--- src/rtl/dma_ring_pkg.sv ---
// Shared constants and types for the descriptor-ring DMA channel.
// Assumes descriptors are two 64-bit words. The kind code is in bits 63:60 of the second word.
package dma_ring_pkg;
    localparam int KIND_LSB = 60;
    localparam int IRQ_BIT  = 59;
    localparam int LEN_LSB  = 46;

    localparam logic [3:0] KIND_COPY = 4'd1;
    localparam logic [3:0] KIND_STAT = 4'd2;

    localparam logic [2:0] RA_HEAD = 3'd0;
    localparam logic [2:0] RA_TAIL = 3'd1;
    localparam logic [2:0] RA_BASE = 3'd2;
    localparam logic [2:0] RA_ERR  = 3'd3;
    localparam logic [2:0] RA_STAT = 3'd4;

    typedef enum logic [2:0] {
        ST_IDLE, ST_RD1, ST_DEC, ST_CP_RD, ST_CP_WR, ST_ST_WR, ST_DONE, ST_HALT
    } eng_state_t;
endpackage

--- src/rtl/dma_ring_tail.sv ---
// Tail index of the ring, plus the word address of the slot it points at.
// Assumes the engine pulses done_i once for each completed descriptor.
module dma_ring_tail #(
    parameter int IDX_W  = 3,
    parameter int MEM_AW = 10
) (
    input  logic              clk,
    input  logic              rst_n,
    input  logic              done_i,
    input  logic [MEM_AW-1:0] base_i,
    output logic [IDX_W-1:0]  tail_o,
    output logic [MEM_AW-1:0] slot_addr_o
);
    logic [IDX_W-1:0] tail_q;

    // Step the tail by one on each completion. The wrap is modulo 2**IDX_W.
    always_ff @(posedge clk) begin
        if (!rst_n) tail_q <= '0;
        else if (done_i) tail_q <= tail_q + 1'b1;
    end

    assign tail_o      = tail_q;
    assign slot_addr_o = base_i + MEM_AW'({tail_q, 1'b0});

    // the tail moves one step on a completion and holds otherwise
    a_r6_tail_step: assert property (@(posedge clk) disable iff (!rst_n)
        done_i |=> tail_q == IDX_W'($past(tail_q) + 1'b1));
    a_r6_tail_hold: assert property (@(posedge clk) disable iff (!rst_n)
        !done_i |=> $stable(tail_q));
endmodule

--- src/rtl/dma_ring_regs.sv ---
// Software register file: head, ring base, error bits, interrupt level.
// Assumes one register write per cycle. Reads are combinational.
module dma_ring_regs
    import dma_ring_pkg::*;
#(
    parameter int IDX_W  = 3,
    parameter int MEM_AW = 10
) (
    input  logic              clk,
    input  logic              rst_n,
    input  logic              reg_wr,
    input  logic [2:0]        reg_addr,
    input  logic [31:0]       reg_wdata,
    output logic [31:0]       reg_rdata,
    input  logic [IDX_W-1:0]  tail_i,
    input  logic              busy_i,
    input  logic              halted_i,
    input  logic              done_i,
    input  logic              irq_req_i,
    input  logic              bad_kind_i,
    output logic [IDX_W-1:0]  head_o,
    output logic [MEM_AW-1:0] base_o,
    output logic              irq_o
);
    logic [IDX_W-1:0]  head_q;
    logic              head_seen_q;
    logic [MEM_AW-1:0] base_q;
    logic [1:0]        err_q;
    logic              irq_q;
    logic              head_wr, ack_wr, repeat_hit;

    assign head_wr    = reg_wr && (reg_addr == RA_HEAD);
    assign ack_wr     = reg_wr && (reg_addr == RA_STAT) && reg_wdata[2];
    assign repeat_hit = head_wr && head_seen_q && (reg_wdata[IDX_W-1:0] == head_q);

    // Capture head writes and remember that at least one has happened.
    always_ff @(posedge clk) begin
        if (!rst_n) begin
            head_q      <= '0;
            head_seen_q <= 1'b0;
        end else if (head_wr) begin
            head_q      <= reg_wdata[IDX_W-1:0];
            head_seen_q <= 1'b1;
        end
    end

    // Ring base register.
    always_ff @(posedge clk) begin
        if (!rst_n) base_q <= '0;
        else if (reg_wr && reg_addr == RA_BASE) base_q <= reg_wdata[MEM_AW-1:0];
    end

    // Sticky error bits: bit 0 is a repeated head write, bit 1 is an unknown kind.
    always_ff @(posedge clk) begin
        if (!rst_n) err_q <= '0;
        else err_q <= err_q | {bad_kind_i, repeat_hit};
    end

    // Interrupt level: a set request wins over an acknowledge in the same cycle.
    always_ff @(posedge clk) begin
        if (!rst_n) irq_q <= 1'b0;
        else if (done_i && irq_req_i) irq_q <= 1'b1;
        else if (ack_wr) irq_q <= 1'b0;
    end

    // Read multiplexer.
    always_comb begin
        case (reg_addr)
            RA_HEAD: reg_rdata = 32'(head_q);
            RA_TAIL: reg_rdata = 32'(tail_i);
            RA_BASE: reg_rdata = 32'(base_q);
            RA_ERR:  reg_rdata = 32'(err_q);
            RA_STAT: reg_rdata = {29'd0, irq_q, halted_i, busy_i};
            default: reg_rdata = '0;
        endcase
    end

    assign head_o = head_q;
    assign base_o = base_q;
    assign irq_o  = irq_q;

    // the overrun flag never clears once set
    a_r8_err_sticky: assert property (@(posedge clk) disable iff (!rst_n)
        err_q[0] |=> err_q[0]);
    // the interrupt holds until acknowledged and rises only on a flagged completion
    a_r7_irq_hold: assert property (@(posedge clk) disable iff (!rst_n)
        (irq_q && !ack_wr) |=> irq_q);
    a_r7_irq_source: assert property (@(posedge clk) disable iff (!rst_n)
        $rose(irq_q) |-> $past(done_i && irq_req_i));
endmodule

--- src/rtl/dma_ring_engine.sv ---
// Descriptor engine: fetches both words of a slot, decodes the kind and runs
// a copy or a status write over the shared synchronous memory port.
// Assumes memory read data is valid the cycle after a read request.
module dma_ring_engine
    import dma_ring_pkg::*;
#(
    parameter int IDX_W      = 3,
    parameter int MEM_AW     = 10,
    parameter int LEN_W      = 8,
    parameter int UNIT_SHIFT = 3
) (
    input  logic              clk,
    input  logic              rst_n,
    input  logic [IDX_W-1:0]  head_i,
    input  logic [IDX_W-1:0]  tail_i,
    input  logic [MEM_AW-1:0] slot_addr_i,
    output logic              busy_o,
    output logic              halted_o,
    output logic              done_o,
    output logic              irq_req_o,
    output logic              bad_kind_o,
    output logic              mem_req,
    output logic              mem_we,
    output logic [MEM_AW-1:0] mem_addr,
    output logic [63:0]       mem_wdata,
    input  logic [63:0]       mem_rdata
);
    localparam int CNT_W = LEN_W + UNIT_SHIFT;

    eng_state_t        state_q, state_d;
    logic [63:0]       w0_q;
    logic [MEM_AW-1:0] src_q, dst_q;
    logic [CNT_W-1:0]  total_q, idx_q;
    logic              irq_flag_q;
    logic [3:0]        kind;
    logic [LEN_W-1:0]  len_units;

    assign kind      = mem_rdata[KIND_LSB +: 4];
    assign len_units = w0_q[LEN_LSB +: LEN_W];

    // Next-state selection.
    always_comb begin
        state_d = state_q;
        case (state_q)
            ST_IDLE:  if (tail_i != head_i) state_d = ST_RD1;
            ST_RD1:   state_d = ST_DEC;
            ST_DEC: begin
                if (kind == KIND_COPY)
                    state_d = (len_units == '0) ? ST_DONE : ST_CP_RD;
                else if (kind == KIND_STAT)
                    state_d = ST_ST_WR;
                else
                    state_d = ST_HALT;
            end
            ST_CP_RD: state_d = ST_CP_WR;
            ST_CP_WR: state_d = (idx_q + 1'b1 == total_q) ? ST_DONE : ST_CP_RD;
            ST_ST_WR: state_d = ST_DONE;
            ST_DONE:  state_d = ST_IDLE;
            default:  state_d = ST_HALT;
        endcase
    end

    // State register.
    always_ff @(posedge clk) begin
        if (!rst_n) state_q <= ST_IDLE;
        else state_q <= state_d;
    end

    // Descriptor capture and the copy word index.
    always_ff @(posedge clk) begin
        if (!rst_n) begin
            w0_q       <= '0;
            src_q      <= '0;
            dst_q      <= '0;
            total_q    <= '0;
            idx_q      <= '0;
            irq_flag_q <= 1'b0;
        end else begin
            if (state_q == ST_RD1) w0_q <= mem_rdata;
            if (state_q == ST_DEC) begin
                src_q      <= w0_q[MEM_AW+2:3];
                dst_q      <= mem_rdata[MEM_AW+2:3];
                total_q    <= {len_units, {UNIT_SHIFT{1'b0}}};
                idx_q      <= '0;
                irq_flag_q <= (kind == KIND_STAT) && mem_rdata[IRQ_BIT];
            end
            if (state_q == ST_CP_WR) idx_q <= idx_q + 1'b1;
        end
    end

    // Memory port drive for each state.
    always_comb begin
        mem_req   = 1'b0;
        mem_we    = 1'b0;
        mem_addr  = '0;
        mem_wdata = '0;
        case (state_q)
            ST_IDLE: begin
                mem_req  = (tail_i != head_i);
                mem_addr = slot_addr_i;
            end
            ST_RD1: begin
                mem_req  = 1'b1;
                mem_addr = slot_addr_i + 1'b1;
            end
            ST_CP_RD: begin
                mem_req  = 1'b1;
                mem_addr = src_q + MEM_AW'(idx_q);
            end
            ST_CP_WR: begin
                mem_req   = 1'b1;
                mem_we    = 1'b1;
                mem_addr  = dst_q + MEM_AW'(idx_q);
                mem_wdata = mem_rdata;
            end
            ST_ST_WR: begin
                mem_req   = 1'b1;
                mem_we    = 1'b1;
                mem_addr  = dst_q;
                mem_wdata = w0_q;
            end
            default: ;
        endcase
    end

    assign done_o     = (state_q == ST_DONE);
    assign irq_req_o  = irq_flag_q;
    assign bad_kind_o = (state_q == ST_DEC) && (kind != KIND_COPY) && (kind != KIND_STAT);
    assign halted_o   = (state_q == ST_HALT);
    assign busy_o     = (state_q != ST_IDLE) && (state_q != ST_HALT);

    // a halted channel stays halted and is silent on the memory port
    a_r9_halt_quiet: assert property (@(posedge clk) disable iff (!rst_n)
        (state_q == ST_HALT) |-> !mem_req);
    a_r9_halt_stays: assert property (@(posedge clk) disable iff (!rst_n)
        (state_q == ST_HALT) |=> (state_q == ST_HALT));
    // a status descriptor gives exactly one write, then the completion
    a_r5_single_write: assert property (@(posedge clk) disable iff (!rst_n)
        (state_q == ST_ST_WR) |=> (state_q == ST_DONE) && !mem_req);
endmodule

--- src/rtl/dma_ring_channel.sv ---
// Top level of the single-channel descriptor-ring DMA.
// Assumes a synchronous memory port with a one-cycle read latency, and a ring of 2**IDX_W slots.
module dma_ring_channel #(
    parameter int IDX_W      = 3,
    parameter int MEM_AW     = 10,
    parameter int LEN_W      = 8,
    parameter int UNIT_SHIFT = 3
) (
    input  logic              clk,
    input  logic              rst_n,
    input  logic              reg_wr,
    input  logic [2:0]        reg_addr,
    input  logic [31:0]       reg_wdata,
    output logic [31:0]       reg_rdata,
    output logic              mem_req,
    output logic              mem_we,
    output logic [MEM_AW-1:0] mem_addr,
    output logic [63:0]       mem_wdata,
    input  logic [63:0]       mem_rdata,
    output logic              irq
);
    logic [IDX_W-1:0]  head, tail;
    logic [MEM_AW-1:0] base, slot_addr;
    logic              busy, halted, done, irq_req, bad_kind;

    dma_ring_regs #(.IDX_W(IDX_W), .MEM_AW(MEM_AW)) u_regs (
        .clk(clk), .rst_n(rst_n), .reg_wr(reg_wr), .reg_addr(reg_addr),
        .reg_wdata(reg_wdata), .reg_rdata(reg_rdata), .tail_i(tail),
        .busy_i(busy), .halted_i(halted), .done_i(done), .irq_req_i(irq_req),
        .bad_kind_i(bad_kind), .head_o(head), .base_o(base), .irq_o(irq)
    );

    dma_ring_tail #(.IDX_W(IDX_W), .MEM_AW(MEM_AW)) u_tail (
        .clk(clk), .rst_n(rst_n), .done_i(done), .base_i(base),
        .tail_o(tail), .slot_addr_o(slot_addr)
    );

    dma_ring_engine #(.IDX_W(IDX_W), .MEM_AW(MEM_AW), .LEN_W(LEN_W),
                      .UNIT_SHIFT(UNIT_SHIFT)) u_engine (
        .clk(clk), .rst_n(rst_n), .head_i(head), .tail_i(tail),
        .slot_addr_i(slot_addr), .busy_o(busy), .halted_o(halted),
        .done_o(done), .irq_req_o(irq_req), .bad_kind_o(bad_kind),
        .mem_req(mem_req), .mem_we(mem_we), .mem_addr(mem_addr),
        .mem_wdata(mem_wdata), .mem_rdata(mem_rdata)
    );
endmodule

--- config.mk ---
export PLATFORM = sky130hd
export DESIGN_NAME = dma_ring_channel
export DESIGN_NICKNAME = d
export VERILOG_FILES = /design/src/rtl/dma_ring_pkg.sv /design/src/rtl/dma_ring_tail.sv /design/src/rtl/dma_ring_regs.sv /design/src/rtl/dma_ring_engine.sv /design/src/rtl/dma_ring_channel.sv
export SDC_FILE = /design/constraint.sdc
export NUM_CORES = 1
export LEC_CHECK = 0
export BUFFER_PORTS_ARGS = -buffer_cell sky130_fd_sc_hd__clkbuf_2
export CAP_MARGIN = 15
export CORE_UTILIZATION = 45
export DETAILED_ROUTE_END_ITERATION = 10
export PLACE_DENSITY = 0.7
export RECOVER_POWER = 50
export SYNTH_ARGS = -nofsm -noshare
export SYNTH_HDL_FRONTEND = slang
export SYNTH_SLANG_ARGS = --single-unit
--- constraint.sdc ---
create_clock -name clk -period 6.29 [get_ports clk]
set_clock_uncertainty 0.1 [all_clocks]
set_input_delay 1.258 -clock clk [delete_from_list [all_inputs] [get_ports clk]]
set_output_delay 1.258 -clock clk [all_outputs]
set_load 0.02 [all_outputs]
==> results.json <==
{
  "status": "complete, but fails checks",
  "violations": "capacitance limit, slew limit",
  "synth_fa_ha_area_frac": 0.02922,
  "ir_drop_mv": 0.2061,
  "synth_edf_count": 0,
  "cp.buffers_inverters": 3,
  "maxSlewHeadroom": -2.041,
  "critPathLaunchType": "flop",
  "post-route-util": 0.5484,
  "finalSetupViolations": 0,
  "die_x_um": 133.6,
  "antenna_found_initial": 0,
  "die_area_um2": 17850,
  "p_leak_uw": 0.003701,
  "cts_buffers": 17,
  "wl_per_cell_um": 14.64,
  "layout_setup_ws_ns": 0.8438,
  "fin_setup_tns_ns": 0,
  "die_y_um": 133.6,
  "nets": 1267,
  "critical_path_class": "flop to primary output",
  "dpl.hpwl_um": 13790,
  "rsz0062_at_grt": "false",
  "drive_gt1_frac": 0.1929,
  "synth_ff_type": "dfxtp_1",
  "synth_area_leader_cell": "dfxtp_1",
  "drtIter0Drc": 401,
  "synth_compound_area_frac": 0.1856,
  "crit_path_top_delay_cell": "dfxtp_4",
  "wirelength_um": 20210,
  "drt_pass1_iterations": 5,
  "clock.fmax_mhz": 183.6,
  "hold_viol": 0,
  "reg2reg_from": "u_engine.state_q[0]",
  "worst_pin_slew_ns": 4.562,
  "synth_seq_area_share": 0.3262,
  "area_delta_synth_final_pct": 17.93,
  "pin_count": 211,
  "cts_buffer_depth": 2,
  "ant_nets": 0,
  "power_density_nw_per_um2": 300.9,
  "avgSynthCellArea_um2": 7.648,
  "async_reset_ff_frac": 0,
  "critPathMaxStageDelay_ns": 0.70,
  "antenna_cells": 0,
  "grt_pass1_vias": 6726,
  "cts_resized": 0,
  "grt_max_degree": 128,
  "yosysMostFrequentCell": "nand2_1",
  "syn_inst": 1019,
  "gp_congestion": 0.9037,
  "path_cells": "inv_1 -> nand2_1 -> buf_4 -> nand2_1 -> nand2_1 -> ha_1 -> o21ai_0 -> o2bb2ai_1 -> a21oi_1 -> or4b_2 -> a31o_2 -> o211ai_1 -> clkbuf_2",
  "synthSimpleGateAreaFrac": 0.2514,
  "synth-xor-area-share": 0.04607,
  "postCtsSetupRepairBufs": 0,
  "maxCapViolCount": 1,
  "ys_types": 68,
  "grt_pass1_wl_um": 32930,
  "synth_top_family_by_area": "simple AND/OR/NAND/NOR gates",
  "routed_via_density": 5.272,
  "netlist_top_cells_area": "dfxtp_1 (33%), nand2_1 (13%), a21boi_0 (10%)",
  "hold_buffers": 0,
  "r2r-end": "u_engine.idx_q[2]",
  "crit_fanout": 40,
  "grt.overflow.total": 0,
  "vias": 7280,
  "dp_slack_ns": 1.314,
  "ys_ff_latch": 127,
  "whs_path_depth": 2,
  "initial_utilization": 0.4650,
  "placedInstanceArea_um2": 8655,
  "netlist_area_um2": 7794,
  "clkSinkCount": 127,
  "fillerInstances": 1630,
  "port_buffers": 166,
  "min-delay-start": "u_engine.w0_q[42]",
  "seq_area_um2": 2546,
  "worstHoldPathType": "flop to flop",
  "detail_route.drc_violations": 0,
  "final_area_um2": 9191,
  "clk_latency_ns": 0.42,
  "worstSetupEndpointType": "primary output",
  "synth_common_cells": "nand2_1 (265), dfxtp_1 (127), a21boi_0 (108)",
  "cts_tree": "yes",
  "holdPathEnd": "u_engine.w0_q[42]",
  "clk_pin_slew_ns": 0.06,
  "multiInputGateArea_um2": 4875,
  "required_ns": 4.93,
  "cts_root_buf": "clkbuf_16",
  "core_um2": 16760,
  "synth_top_area_share": 0.3262,
  "hold-worst-slack_ns": 0.3673,
  "cp_num_cells": 13,
  "crit_top_cell": "nand2_1",
  "arrival_ns": 4.09,
  "slew_violations": 128,
  "htreeDepth": 4,
  "row_count": 47,
  "synthMuxAreaShare": 0.09969,
  "fin_crit_sh": 0.8659,
  "yosys_warnings": 0,
  "period_minus_slack_ns": 5.446,
  "rr_worst_depth": 6,
  "track_usage": 0.2305,
  "crit_family": "simple AND/OR/NAND/NOR gates",
  "regToRegSetupSlack_ns": 3.55
}
==> layout by cell type, fill, tap and decap left out, types with 4 or more instances in the layout <==
| cell | n |
|---|---|
| nand2_1 | 263 |
| nand4_1 | 8 |
| clkbuf_2 | 164 |
| xnor2_1 | 23 |
| dfxtp_1 | 126 |
| clkbuf_1 | 4 |
| a21o_1 | 4 |
| a21boi_0 | 108 |
| inv_1 | 9 |
| clkbuf_16 | 17 |
| o21ai_0 | 24 |
| o211ai_1 | 5 |
| nor2_1 | 92 |
| buf_4 | 11 |
| nor2b_1 | 14 |
| and2_1 | 10 |
| a31oi_1 | 5 |
| xor2_1 | 18 |
| o21a_1 | 5 |
| nand3_1 | 14 |
| a21oi_1 | 22 |
| mux2i_1 | 72 |
| clkinvlp_4 | 4 |
| nand3b_1 | 4 |
| and3_1 | 7 |
| a211oi_1 | 4 |
| nor3_1 | 12 |
| conb_1 | 22 |
| ha_1 | 15 |
==> power by group <==
| group | total [uW] | internal, uW | switching (uW) | leakage, uW |
|---|---|---|---|---|
| clock | 899 | 526 | 373 | 0.000256 |
| sequential | 1030 | 917 | 112 | 0.00103 |
| combinational | 838 | 303 | 534 | 0.00242 |
| total | 2770 | 1750 | 1020 | 0.00370 |
==> metrics by stage <==
stage	total power, uW	std cells
2_1_floorplan	1643	1040
3_3_place_gp	1871	1349
3_5_place_dp	1883	1349
4_1_cts	2790	1381
5_1_grt	2929	1381
6_report	2765	1381
==> area by class of cell <==
| type | instances | share of cell area |
|---|---|---|
| Multi-Input combinational cell | 814 | 0.5304 |
| Inverter | 10 | 0.004084 |
| Sequential cell | 127 | 0.2770 |
| Clock buffer | 21 | 0.05010 |
| Clock inverter | 11 | 0.008848 |
| Timing Repair Buffer | 178 | 0.09965 |
| Tap cell | 220 | 0.02995 |
==> worst min-delay path, cell delays in order (launching register included) <==
cell and delay [ns]:
dfxtp_1 0.31, nand2_1 0.05, a21boi_0 0.06
==> cells by family (layout without fill, tap and decap cells) <==
| group | after synthesis | after routing |
|---|---|---|
| and+or+nand+nor | 452 | 452 |
| adders and majority gates | 17 | 17 |
| AOI/OAI and AO/OA | 206 | 206 |
| xor gates and xnor gates | 41 | 41 |
| other | 1 | 22 |
| muxes | 76 | 76 |
| DFF | 127 | 127 |
| buffers and inverters | 99 | 220 |
==> per-layer routing <==
metal,wire (um),GRT usage,vias up
met5,0,0,-
met4,267,0.07765,0
met3,1594,0.06317,21
met2,9498,0.3733,210
met1,8853,0.2946,3377
li1,-,-,3672
==> registers in the layout (all words and copies together), names as in the netlist <==
register,flops
u_tail.tail_o,3
u_engine.state_q,3
u_engine.src_q,10
u_regs.head_o,3
u_engine.irq_req_o,1
u_engine.dst_q,10
u_regs.head_seen_q,1
u_engine.w0_q,64
u_engine.idx_q,11
u_regs.irq_o,1
u_engine.total_q,8
u_regs.base_o,10
u_regs.err_q,2
==> how the worst max path moves through the flow <==
| stage | startpoint | endpoint | slack (ns) |
|---|---|---|---|
| floorplan | u_engine.state_q[1] | mem_addr[8] | 1.63 |
| global placement | u_engine.state_q[0] | mem_addr[8] | 1.31 |
| detailed placement | u_engine.state_q[0] | mem_addr[8] | 1.31 |
| CTS | u_engine.state_q[0] | mem_addr[8] | 0.86 |
| global route | u_engine.state_q[0] | mem_addr[8] | 0.59 |
| finish | u_engine.state_q[0] | mem_addr[8] | 0.84 |
Note: power is estimated with default switching activity, not from simulation.
